## src/rtl/exu_pkg.sv

```systemverilog
package exu_pkg;
  localparam int unsigned XLEN   = 32;
  localparam int unsigned INSN_W = 32;

  typedef enum logic [3:0] {
    OP_NONE, OP_SHL, OP_LSR, OP_ASR, OP_ROT, OP_BIC, OP_MIN, OP_MAX,
    OP_MUL8, OP_CMP, OP_MSB, OP_SETBIT, OP_BFX, OP_BFI, OP_MOVI
  } op_e;

  // format selector, insn[31:27]
  localparam logic [4:0] FMT_REG  = 5'b00000;
  localparam logic [4:0] FMT_GRP  = 5'b10010;
  localparam logic [4:0] FMT_MOVI = 5'b01110;

  // register-form codes, insn[4:0]; bic..cmp reused in insn[31:27]
  localparam logic [4:0] C_SHL  = 5'b10010;
  localparam logic [4:0] C_LSR  = 5'b10011;
  localparam logic [4:0] C_ASR  = 5'b10100;
  localparam logic [4:0] C_ROT  = 5'b10101;
  localparam logic [4:0] C_BIC  = 5'b01001;
  localparam logic [4:0] C_MIN  = 5'b01010;
  localparam logic [4:0] C_MAX  = 5'b01011;
  localparam logic [4:0] C_MUL8 = 5'b01100;
  localparam logic [4:0] C_CMP  = 5'b01101;
  localparam logic [4:0] C_MSB  = 5'b11001;
  localparam logic [4:0] C_SETB = 5'b10110;

  // grouped sub-ops, insn[15:12]
  localparam logic [3:0] S_SHL  = 4'h2;
  localparam logic [3:0] S_LSR  = 4'h3;
  localparam logic [3:0] S_ASR  = 4'h4;
  localparam logic [3:0] S_ROT  = 4'h5;
  localparam logic [3:0] S_SETB = 4'h6;
  localparam logic [3:0] S_BFX  = 4'h7;
  localparam logic [3:0] S_BFI  = 4'h8;

  localparam logic [7:0] CMP_EQ = 8'h2b;
  localparam logic [7:0] CMP_GT = 8'h00;
  localparam logic [7:0] CMP_LT = 8'h1e;
endpackage

```

## src/rtl/exu_decode.sv

```systemverilog
module exu_decode
  import exu_pkg::*;
#(
  parameter int unsigned DATA_W = XLEN
) (
  input  logic [4:0]        fmt_i,
  input  logic [15:0]       imm_i,
  input  logic [DATA_W-1:0] src2_i,
  output op_e               op_o,
  output logic [DATA_W-1:0] opb_o,
  output logic              ill_o
);
  always_comb begin
    op_o  = OP_NONE;
    opb_o = src2_i;
    case (fmt_i)
      FMT_REG: begin
        case (imm_i[4:0])
          C_SHL:   op_o = OP_SHL;
          C_LSR:   op_o = OP_LSR;
          C_ASR:   op_o = OP_ASR;
          C_ROT:   op_o = OP_ROT;
          C_BIC:   op_o = OP_BIC;
          C_MIN:   op_o = OP_MIN;
          C_MAX:   op_o = OP_MAX;
          C_MUL8:  op_o = OP_MUL8;
          C_CMP:   op_o = OP_CMP;
          C_MSB:   op_o = OP_MSB;
          C_SETB:  op_o = OP_SETBIT;
          default: op_o = OP_NONE;
        endcase
      end
      FMT_GRP: begin
        opb_o = DATA_W'(imm_i[11:0]);
        case (imm_i[15:12])
          S_SHL:   op_o = OP_SHL;
          S_LSR:   op_o = OP_LSR;
          S_ASR:   op_o = OP_ASR;
          S_ROT:   op_o = OP_ROT;
          S_SETB:  op_o = OP_SETBIT;  // same bit layout as dynamic form
          S_BFX:   op_o = OP_BFX;
          S_BFI:   op_o = OP_BFI;
          default: op_o = OP_NONE;
        endcase
      end
      FMT_MOVI: begin
        op_o  = OP_MOVI;
        opb_o = DATA_W'(imm_i);
      end
      C_BIC:  begin op_o = OP_BIC;  opb_o = DATA_W'(imm_i); end
      C_MIN:  begin op_o = OP_MIN;  opb_o = DATA_W'(imm_i); end
      C_MAX:  begin op_o = OP_MAX;  opb_o = DATA_W'(imm_i); end
      C_MUL8: begin op_o = OP_MUL8; opb_o = DATA_W'(imm_i); end
      C_CMP:  begin op_o = OP_CMP;  opb_o = DATA_W'(imm_i); end
      default: op_o = OP_NONE;
    endcase
  end

  assign ill_o = (op_o == OP_NONE);
endmodule

```

## src/rtl/exu_shift.sv

```systemverilog
module exu_shift
  import exu_pkg::*;
#(
  parameter int unsigned DATA_W = XLEN,
  localparam int unsigned SH_W  = $clog2(DATA_W)
) (
  input  logic              clk_i,
  input  logic              rst_ni,
  input  op_e               op_i,
  input  logic [DATA_W-1:0] a_i,
  input  logic [SH_W-1:0]   amt_i,
  output logic [DATA_W-1:0] res_o
);
  logic [2*DATA_W-1:0] rot_wide;

  assign rot_wide = {a_i, a_i} << amt_i;

  always_comb begin
    case (op_i)
      OP_SHL:  res_o = a_i << amt_i;
      OP_LSR:  res_o = a_i >> amt_i;
      OP_ASR:  res_o = DATA_W'($signed(a_i) >>> amt_i);
      OP_ROT:  res_o = rot_wide[2*DATA_W-1:DATA_W];
      default: res_o = '0;
    endcase
  end

  assert_rot_keeps_ones_R3: assert property (@(posedge clk_i) disable iff (!rst_ni)
    (op_i == OP_ROT) |-> ($countones(res_o) == $countones(a_i)));

  assert_asr_sign_fill_R3: assert property (@(posedge clk_i) disable iff (!rst_ni)
    (op_i == OP_ASR) |-> (res_o[DATA_W-1] == a_i[DATA_W-1]));
endmodule

```

## src/rtl/exu_arith.sv

```systemverilog
module exu_arith
  import exu_pkg::*;
#(
  parameter int unsigned DATA_W = XLEN,
  parameter int unsigned MUL_W  = 8
) (
  input  logic              clk_i,
  input  logic              rst_ni,
  input  op_e               op_i,
  input  logic [DATA_W-1:0] a_i,
  input  logic [DATA_W-1:0] b_i,
  output logic [DATA_W-1:0] res_o
);
  localparam int unsigned PROD_W = 2 * MUL_W;

  logic [PROD_W-1:0] prod;
  logic [7:0]        cmp_code;

  assign prod = a_i[MUL_W-1:0] * b_i[MUL_W-1:0];

  always_comb begin
    if (a_i == b_i)     cmp_code = CMP_EQ;
    else if (a_i > b_i) cmp_code = CMP_GT;
    else                cmp_code = CMP_LT;
  end

  always_comb begin
    case (op_i)
      OP_BIC:  res_o = a_i & ~b_i;
      OP_MIN:  res_o = (a_i < b_i) ? a_i : b_i;
      OP_MAX:  res_o = (a_i > b_i) ? a_i : b_i;
      OP_MUL8: res_o = DATA_W'(prod);
      OP_CMP:  res_o = DATA_W'(cmp_code);
      default: res_o = '0;
    endcase
  end

  assert_cmp_code_R5: assert property (@(posedge clk_i) disable iff (!rst_ni)
    (op_i == OP_CMP) |-> (res_o == DATA_W'(CMP_EQ) || res_o == DATA_W'(CMP_GT) ||
                          res_o == DATA_W'(CMP_LT)));

  assert_min_bound_R4: assert property (@(posedge clk_i) disable iff (!rst_ni)
    (op_i == OP_MIN) |-> (res_o <= a_i && res_o <= b_i));

  assert_max_bound_R4: assert property (@(posedge clk_i) disable iff (!rst_ni)
    (op_i == OP_MAX) |-> (res_o >= a_i && res_o >= b_i));
endmodule

```

## src/rtl/exu_bitops.sv

```systemverilog
module exu_bitops
  import exu_pkg::*;
#(
  parameter int unsigned DATA_W = XLEN,
  localparam int unsigned SH_W  = $clog2(DATA_W)
) (
  input  logic              clk_i,
  input  logic              rst_ni,
  input  op_e               op_i,
  input  logic [DATA_W-1:0] a_i,
  input  logic [DATA_W-1:0] b_i,
  input  logic [DATA_W-1:0] d_i,
  output logic [DATA_W-1:0] res_o
);
  localparam logic [SH_W-1:0] TOP_BIT = SH_W'(DATA_W - 1);

  logic [SH_W-1:0]   bit_idx;
  logic              bit_val;
  logic [SH_W-1:0]   fld_lo;
  logic [SH_W-1:0]   fld_hi;
  logic [SH_W-1:0]   fld_span;
  logic [DATA_W-1:0] fld_mask;
  logic [SH_W-1:0]   msb_idx;

  assign bit_idx  = b_i[SH_W:1];
  assign bit_val  = b_i[0];
  assign fld_lo   = b_i[SH_W-1:0];
  assign fld_hi   = b_i[2*SH_W-1:SH_W];
  assign fld_span = fld_hi - fld_lo;              // wraps mod DATA_W
  assign fld_mask = {DATA_W{1'b1}} >> (TOP_BIT - fld_span);

  always_comb begin
    msb_idx = '0;
    for (int i = 0; i < DATA_W; i++) begin
      if (b_i[i]) msb_idx = SH_W'(i);
    end
  end

  always_comb begin
    case (op_i)
      OP_SETBIT: begin
        res_o          = a_i;
        res_o[bit_idx] = bit_val;
      end
      OP_BFX:  res_o = (a_i >> fld_lo) & fld_mask;
      OP_BFI:  res_o = d_i | ((a_i & fld_mask) << fld_lo);
      OP_MSB:  res_o = DATA_W'(msb_idx);
      default: res_o = '0;
    endcase
  end

  assert_setbit_single_R7: assert property (@(posedge clk_i) disable iff (!rst_ni)
    (op_i == OP_SETBIT) |-> ($countones(res_o ^ a_i) <= 1));

  assert_msb_hits_one_R6: assert property (@(posedge clk_i) disable iff (!rst_ni)
    (op_i == OP_MSB && b_i != '0) |-> (b_i[res_o[SH_W-1:0]] && (b_i >> res_o[SH_W-1:0]) == 1));

  assert_bfi_keeps_dst_R12: assert property (@(posedge clk_i) disable iff (!rst_ni)
    (op_i == OP_BFI) |-> ((res_o & d_i) == d_i));
endmodule

```

## src/rtl/mcu_exec_unit.sv

```systemverilog
module mcu_exec_unit
  import exu_pkg::*;
#(
  parameter int unsigned DATA_W = XLEN,
  parameter int unsigned IDX_W  = 5
) (
  input  logic              clk_i,
  input  logic              rst_ni,
  input  logic              valid_i,
  input  logic [INSN_W-1:0] instr_i,
  input  logic [DATA_W-1:0] src1_i,
  input  logic [DATA_W-1:0] src2_i,
  input  logic [DATA_W-1:0] dst_cur_i,
  output logic [DATA_W-1:0] result_o,
  output logic [IDX_W-1:0]  dst_idx_o,
  output logic              wr_en_o,
  output logic              illegal_o
);
  localparam int unsigned SH_W   = $clog2(DATA_W);
  localparam int unsigned DST_LO = 16;
  localparam int unsigned MSH_LO = 21;

  op_e               op;
  logic [DATA_W-1:0] opb;
  logic              ill;
  logic [DATA_W-1:0] sh_res, ar_res, bit_res, mov_res;
  logic [DATA_W-1:0] res_d;
  logic              unused_rsvd;

  assign unused_rsvd = instr_i[26];

  exu_decode #(.DATA_W(DATA_W)) u_dec (
    .fmt_i (instr_i[31:27]),
    .imm_i (instr_i[15:0]),
    .src2_i(src2_i),
    .op_o  (op),
    .opb_o (opb),
    .ill_o (ill)
  );

  exu_shift #(.DATA_W(DATA_W)) u_shift (
    .clk_i (clk_i),
    .rst_ni(rst_ni),
    .op_i  (op),
    .a_i   (src1_i),
    .amt_i (opb[SH_W-1:0]),
    .res_o (sh_res)
  );

  exu_arith #(.DATA_W(DATA_W)) u_arith (
    .clk_i (clk_i),
    .rst_ni(rst_ni),
    .op_i  (op),
    .a_i   (src1_i),
    .b_i   (opb),
    .res_o (ar_res)
  );

  exu_bitops #(.DATA_W(DATA_W)) u_bits (
    .clk_i (clk_i),
    .rst_ni(rst_ni),
    .op_i  (op),
    .a_i   (src1_i),
    .b_i   (opb),
    .d_i   (dst_cur_i),
    .res_o (bit_res)
  );

  assign mov_res = opb << instr_i[MSH_LO +: SH_W];

  always_comb begin
    case (op)
      OP_SHL, OP_LSR, OP_ASR, OP_ROT:          res_d = sh_res;
      OP_BIC, OP_MIN, OP_MAX, OP_MUL8, OP_CMP: res_d = ar_res;
      OP_MSB, OP_SETBIT, OP_BFX, OP_BFI:       res_d = bit_res;
      OP_MOVI:                                 res_d = mov_res;
      default:                                 res_d = '0;
    endcase
  end

  always_ff @(posedge clk_i or negedge rst_ni) begin
    if (!rst_ni) begin
      result_o  <= '0;
      dst_idx_o <= '0;
      wr_en_o   <= 1'b0;
      illegal_o <= 1'b0;
    end else begin
      result_o  <= (valid_i && !ill) ? res_d : '0;
      dst_idx_o <= valid_i ? instr_i[DST_LO +: IDX_W] : '0;
      wr_en_o   <= valid_i && !ill;
      illegal_o <= valid_i && ill;
    end
  end

  assert_write_needs_valid_R1: assert property (@(posedge clk_i) disable iff (!rst_ni)
    wr_en_o |-> $past(valid_i));

  assert_dst_from_insn_R1: assert property (@(posedge clk_i) disable iff (!rst_ni)
    wr_en_o |-> (dst_idx_o == $past(instr_i[DST_LO +: IDX_W])));

  assert_illegal_no_write_R14: assert property (@(posedge clk_i) disable iff (!rst_ni)
    illegal_o |-> (!wr_en_o && result_o == '0));

  assert_movi_low_zero_R13: assert property (@(posedge clk_i) disable iff (!rst_ni)
    (valid_i && op == OP_MOVI) |=> (wr_en_o &&
      (result_o & ((DATA_W'(1) << $past(instr_i[MSH_LO +: SH_W])) - 1)) == '0));
endmodule

```

## config.mk

```make
export PLATFORM = sky130hd
export DESIGN_NAME = mcu_exec_unit
export DESIGN_NICKNAME = d
export VERILOG_FILES = /design/src/rtl/exu_pkg.sv /design/src/rtl/exu_decode.sv /design/src/rtl/exu_shift.sv /design/src/rtl/exu_arith.sv /design/src/rtl/exu_bitops.sv /design/src/rtl/mcu_exec_unit.sv
export SDC_FILE = /design/constraint.sdc
export NUM_CORES = 1
export LEC_CHECK = 0
export BUFFER_PORTS_ARGS = -buffer_cell sky130_fd_sc_hd__buf_2
export CORE_AREA = 2 2 227 229
export CTS_CLUSTER_SIZE = 16
export DETAILED_ROUTE_END_ITERATION = 7
export DIE_AREA = 0 0 229 231
export PLACE_DENSITY = 0.67
export SYNTH_ARGS = -nofsm -noshare
export SYNTH_HDL_FRONTEND = slang
export SYNTH_HIERARCHICAL = 1
export SYNTH_SLANG_ARGS = --single-unit
```

## constraint.sdc

```tcl
create_clock -name clk_i -period 0.8 [get_ports clk_i]
set_input_delay 0.08 -clock clk_i [delete_from_list [all_inputs] [get_ports clk_i]]
set_output_delay 0.08 -clock clk_i [all_outputs]
set_load 0.02 [all_outputs]
```

==> flow_metrics.env <==
export IMPL_cts_max_level=2
export IMPL_yosysTopAreaCellShare=0.117
export IMPL_cts_inserted_buffers=5
export IMPL_fmax_mhz=184
export IMPL_violations="design-rule violations, negative setup slack"
export IMPL_outcome="finished with violations"
export IMPL_yosysWarnings=6
export IMPL_rsz0062_at_grt="true"
export IMPL_synth_ff_type="dfrtp_1"
export IMPL_hold_path_class="in2reg"
export IMPL_period_minus_slack_ns=5.43
export IMPL_synthTopCellsByArea="mux4_2 12%, mux2i_1 8.9%, nand2_1 5.0%"
export IMPL_numPortBuffers=168
export IMPL_pwr_share_seq=0.045
export IMPL_antenna_left=0
export IMPL_via_count=29600
export IMPL_grt_usage=0.503
export IMPL_postSynthAreaPerCell_um2=7.92
export IMPL_overflow=0
export IMPL_p_per_area_nw_per_um2=1390
export IMPL_cts_tree="done"
export IMPL_boundaryPins=170
export IMPL_drt_iter0_markers=4984
export IMPL_cts_sinks=39
export IMPL_syn2layout_area_growth_pct=57.3
export IMPL_wl_um=140000
export IMPL_cp_max_fo=5
export IMPL_num_antenna_cells=0
export IMPL_route_detailed_drc=20
export IMPL_post_drt_wl_per_cell_um=33.1
export IMPL_cp_data_required_time_ns=0.96
export IMPL_relSlewSlack=0.230
export IMPL_mostFrequentLayoutCells="932 x buf_4, 261 x nand2_1, 179 x mux2i_1"
export IMPL_setup_violations_final=73
export IMPL_syn_cell_area_um2=20400
export IMPL_startpoint="instr_i[31]"
export IMPL_cts_root_buf="clkbuf_16"
export IMPL_synthDistinctLibCells=129
export IMPL_max_cap_violations=0
export IMPL_drive_gt1_frac=0.487
export IMPL_syn_nets=2830
export IMPL_hold_start="instr_i[20]"
export IMPL_ys_seq_elements=39
export IMPL_p_clk_frac=0.051
export IMPL_die_w_um=229
export IMPL_grt_max_degree=120
export IMPL_whs_path_depth=2
export IMPL_slew_viol_final=0
export IMPL_setup_slack_ns=-4.63
export IMPL_async_flop_share=1.00
export IMPL_finalCritPeriodShare=6.78
export IMPL_viasPerCell=6.98
export IMPL_power_share_switching=0.509
export IMPL_clk_path_buf_depth=2
export IMPL_worst_slew_pin_slew_ns=1.14
export IMPL_leakagePower_uw=0.0141
export IMPL_initial_core_util=0.403
export IMPL_grt_pass1_wl_um=197000
export IMPL_core_area_um2=50700
export IMPL_crit_type="in2reg"
export IMPL_path_clk_slew_ns=0.06
export IMPL_power_internal_uw=21900
export IMPL_combPwrFrac=0.903
export IMPL_netlist_instances=2581
export IMPL_cp_start_kind="input pin"
export IMPL_setup_tns_ns=-142.23
export IMPL_synth_edf_count=0
export IMPL_dpl_hpwl_um=107000
export IMPL_total_power_uw=44600
export IMPL_mostFrequentLayoutCell="buf_4"
export IMPL_ys_seq_area_frac=0.0478
export IMPL_drt_pre_antenna_iters=8
export IMPL_whs_endpoint="dst_idx_o[4]"
export IMPL_ir_drop_v=0.00183
export IMPL_nNetsFinal=3810
export IMPL_place_gp_congestion=1.13
export IMPL_critical_path_arrival_ns=5.59
export IMPL_antenna_found_initial=6
export IMPL_dieArea_um2=52900
export IMPL_dpl_worst_slack_ns=-4.92
export IMPL_finalHoldViolations=0
export IMPL_row_count=83
export IMPL_die_y_um=231
export IMPL_endpoint_kind="flop"
export IMPL_p_sw_uw=22700
export IMPL_synth_top_cell_by_area="mux4_2"
export IMPL_grt_pass1_vias=28500
-- cells in the mapped netlist, types with 17 or more instances --
cell type and number:
fa_1 37, o22ai_1 36, a32oi_1 17, mux2_2 61
nand3_1 60, buf_1 21, mux4_2 106, o211ai_1 33
nor2b_1 29, nand2_1 274, mux2i_1 182, a222oi_1 22
and3_1 30, a221oi_1 22, mux4_1 32, buf_6 19
a31oi_1 45, nand2b_1 25, nor2_1 180, nor3_1 47
a22oi_1 46, clkbuf_1 132, inv_1 109, buf_2 57
dfrtp_1 39, and2_1 56, a211oi_1 49, ha_1 81
o221ai_1 35, o21ai_0 112, a21oi_1 197
-- worst max-delay path by stage --
stage	end	slack, ns	cells after the start
6_report	result_o[15]	-4.63	24
3_5_place_dp	result_o[14]	-4.92	25
5_1_grt	result_o[15]	-4.84	24
2_1_floorplan	result_o[15]	-4.70	23
4_1_cts	result_o[15]	-4.52	24
3_3_place_gp	result_o[20]	-4.80	25
-- kinds of logic after synthesis --
group	Yosys count	share of synthesized area
AO/OA/AOI/OAI	841	0.291
AND/OR/NAND/NOR	816	0.197
multiplexers	390	0.288
buffers and inverters	360	0.0827
adder cells (fa/ha/maj)	118	0.0858
flip-flops	39	0.0478
XOR/XNOR	17	0.00802
-- timing repair --
item / in CTS / in global routing
endpoints found under the setup margin: 73 / 73
gates cloned: 7 / 2
setup buffers: 60 / 42
resized for setup: 335 / 146
hold buffers: 1 / 0
pin swaps: 111 / 123
hold endpoints to repair: 39 / 0
-- per-layer routing --
| metal | up-vias | GRT usage | share of wire |
|---|---|---|---|
| li1 | 12000 | - | - |
| met1 | 14200 | 0.613 | 0.36 |
| met2 | 2567 | 0.738 | 0.41 |
| met3 | 732 | 0.181 | 0.14 |
| met4 | 10 | 0.349 | 0.091 |
| met5 | - | 0 | 0.00049 |
-- area by class of cell --
| cell class | count | area (um^2) |
|---|---|---|
| well taps | 680 | 851 |
| clock inverters | 3 | 43.8 |
| repair buffers | 1217 | 9920 |
| flip-flops and latches | 39 | 976 |
| inverters | 115 | 444 |
| clock buffers | 5 | 125 |
| multi-input cells | 2183 | 19800 |
| fillers | 4305 | 18500 |
-- power by group through the flow --
stage	sequential, uW	clock (uW)	combinational [uW]
4_1_cts	2030	2280	36200
3_3_place_gp	2050	0	33000
6_report	2030	2290	40300
2_1_floorplan	2100	0	17700
3_5_place_dp	2050	0	33600
5_1_grt	2030	2390	41500
-- critical path, stage by stage --
cell      delay, ns
buf_6          0.09
nand2b_4       0.14
or3_4          0.41
and2_4         0.21
buf_6          0.13
o21ai_4        0.22
nand2_2        0.11
fa_1           0.52
fa_1           0.52
inv_2          0.04
fa_1           0.47
inv_1          0.05
fa_1           0.49
inv_2          0.05
ha_4           0.23
and3_4         0.18
a221oi_4       0.31
a21oi_2        0.15
a311oi_2       0.23
xnor2_1        0.11
a22oi_1        0.18
o211ai_1       0.16
a222oi_1       0.36
o22ai_1        0.12
-- through the flow --
step           utilization  area [um^2]  std cells  hold slack (ns)
2_1_floorplan            -        20900       2581           -0.216
3_3_place_gp         0.572        29000       4145           0.0570
3_5_place_dp         0.572        29000       4145           0.0694
4_1_cts              0.616        31200       4215          0.00625
5_1_grt              0.634        32100       4242           0.0145
6_report             0.634        32100       4242          0.00765
-- registers in the layout (all words and copies together), names as in the netlist --
signal	flops
wr_en_o	1
result_o	32
illegal_o	1
dst_idx_o	5
(Power assumes the default switching activity.)
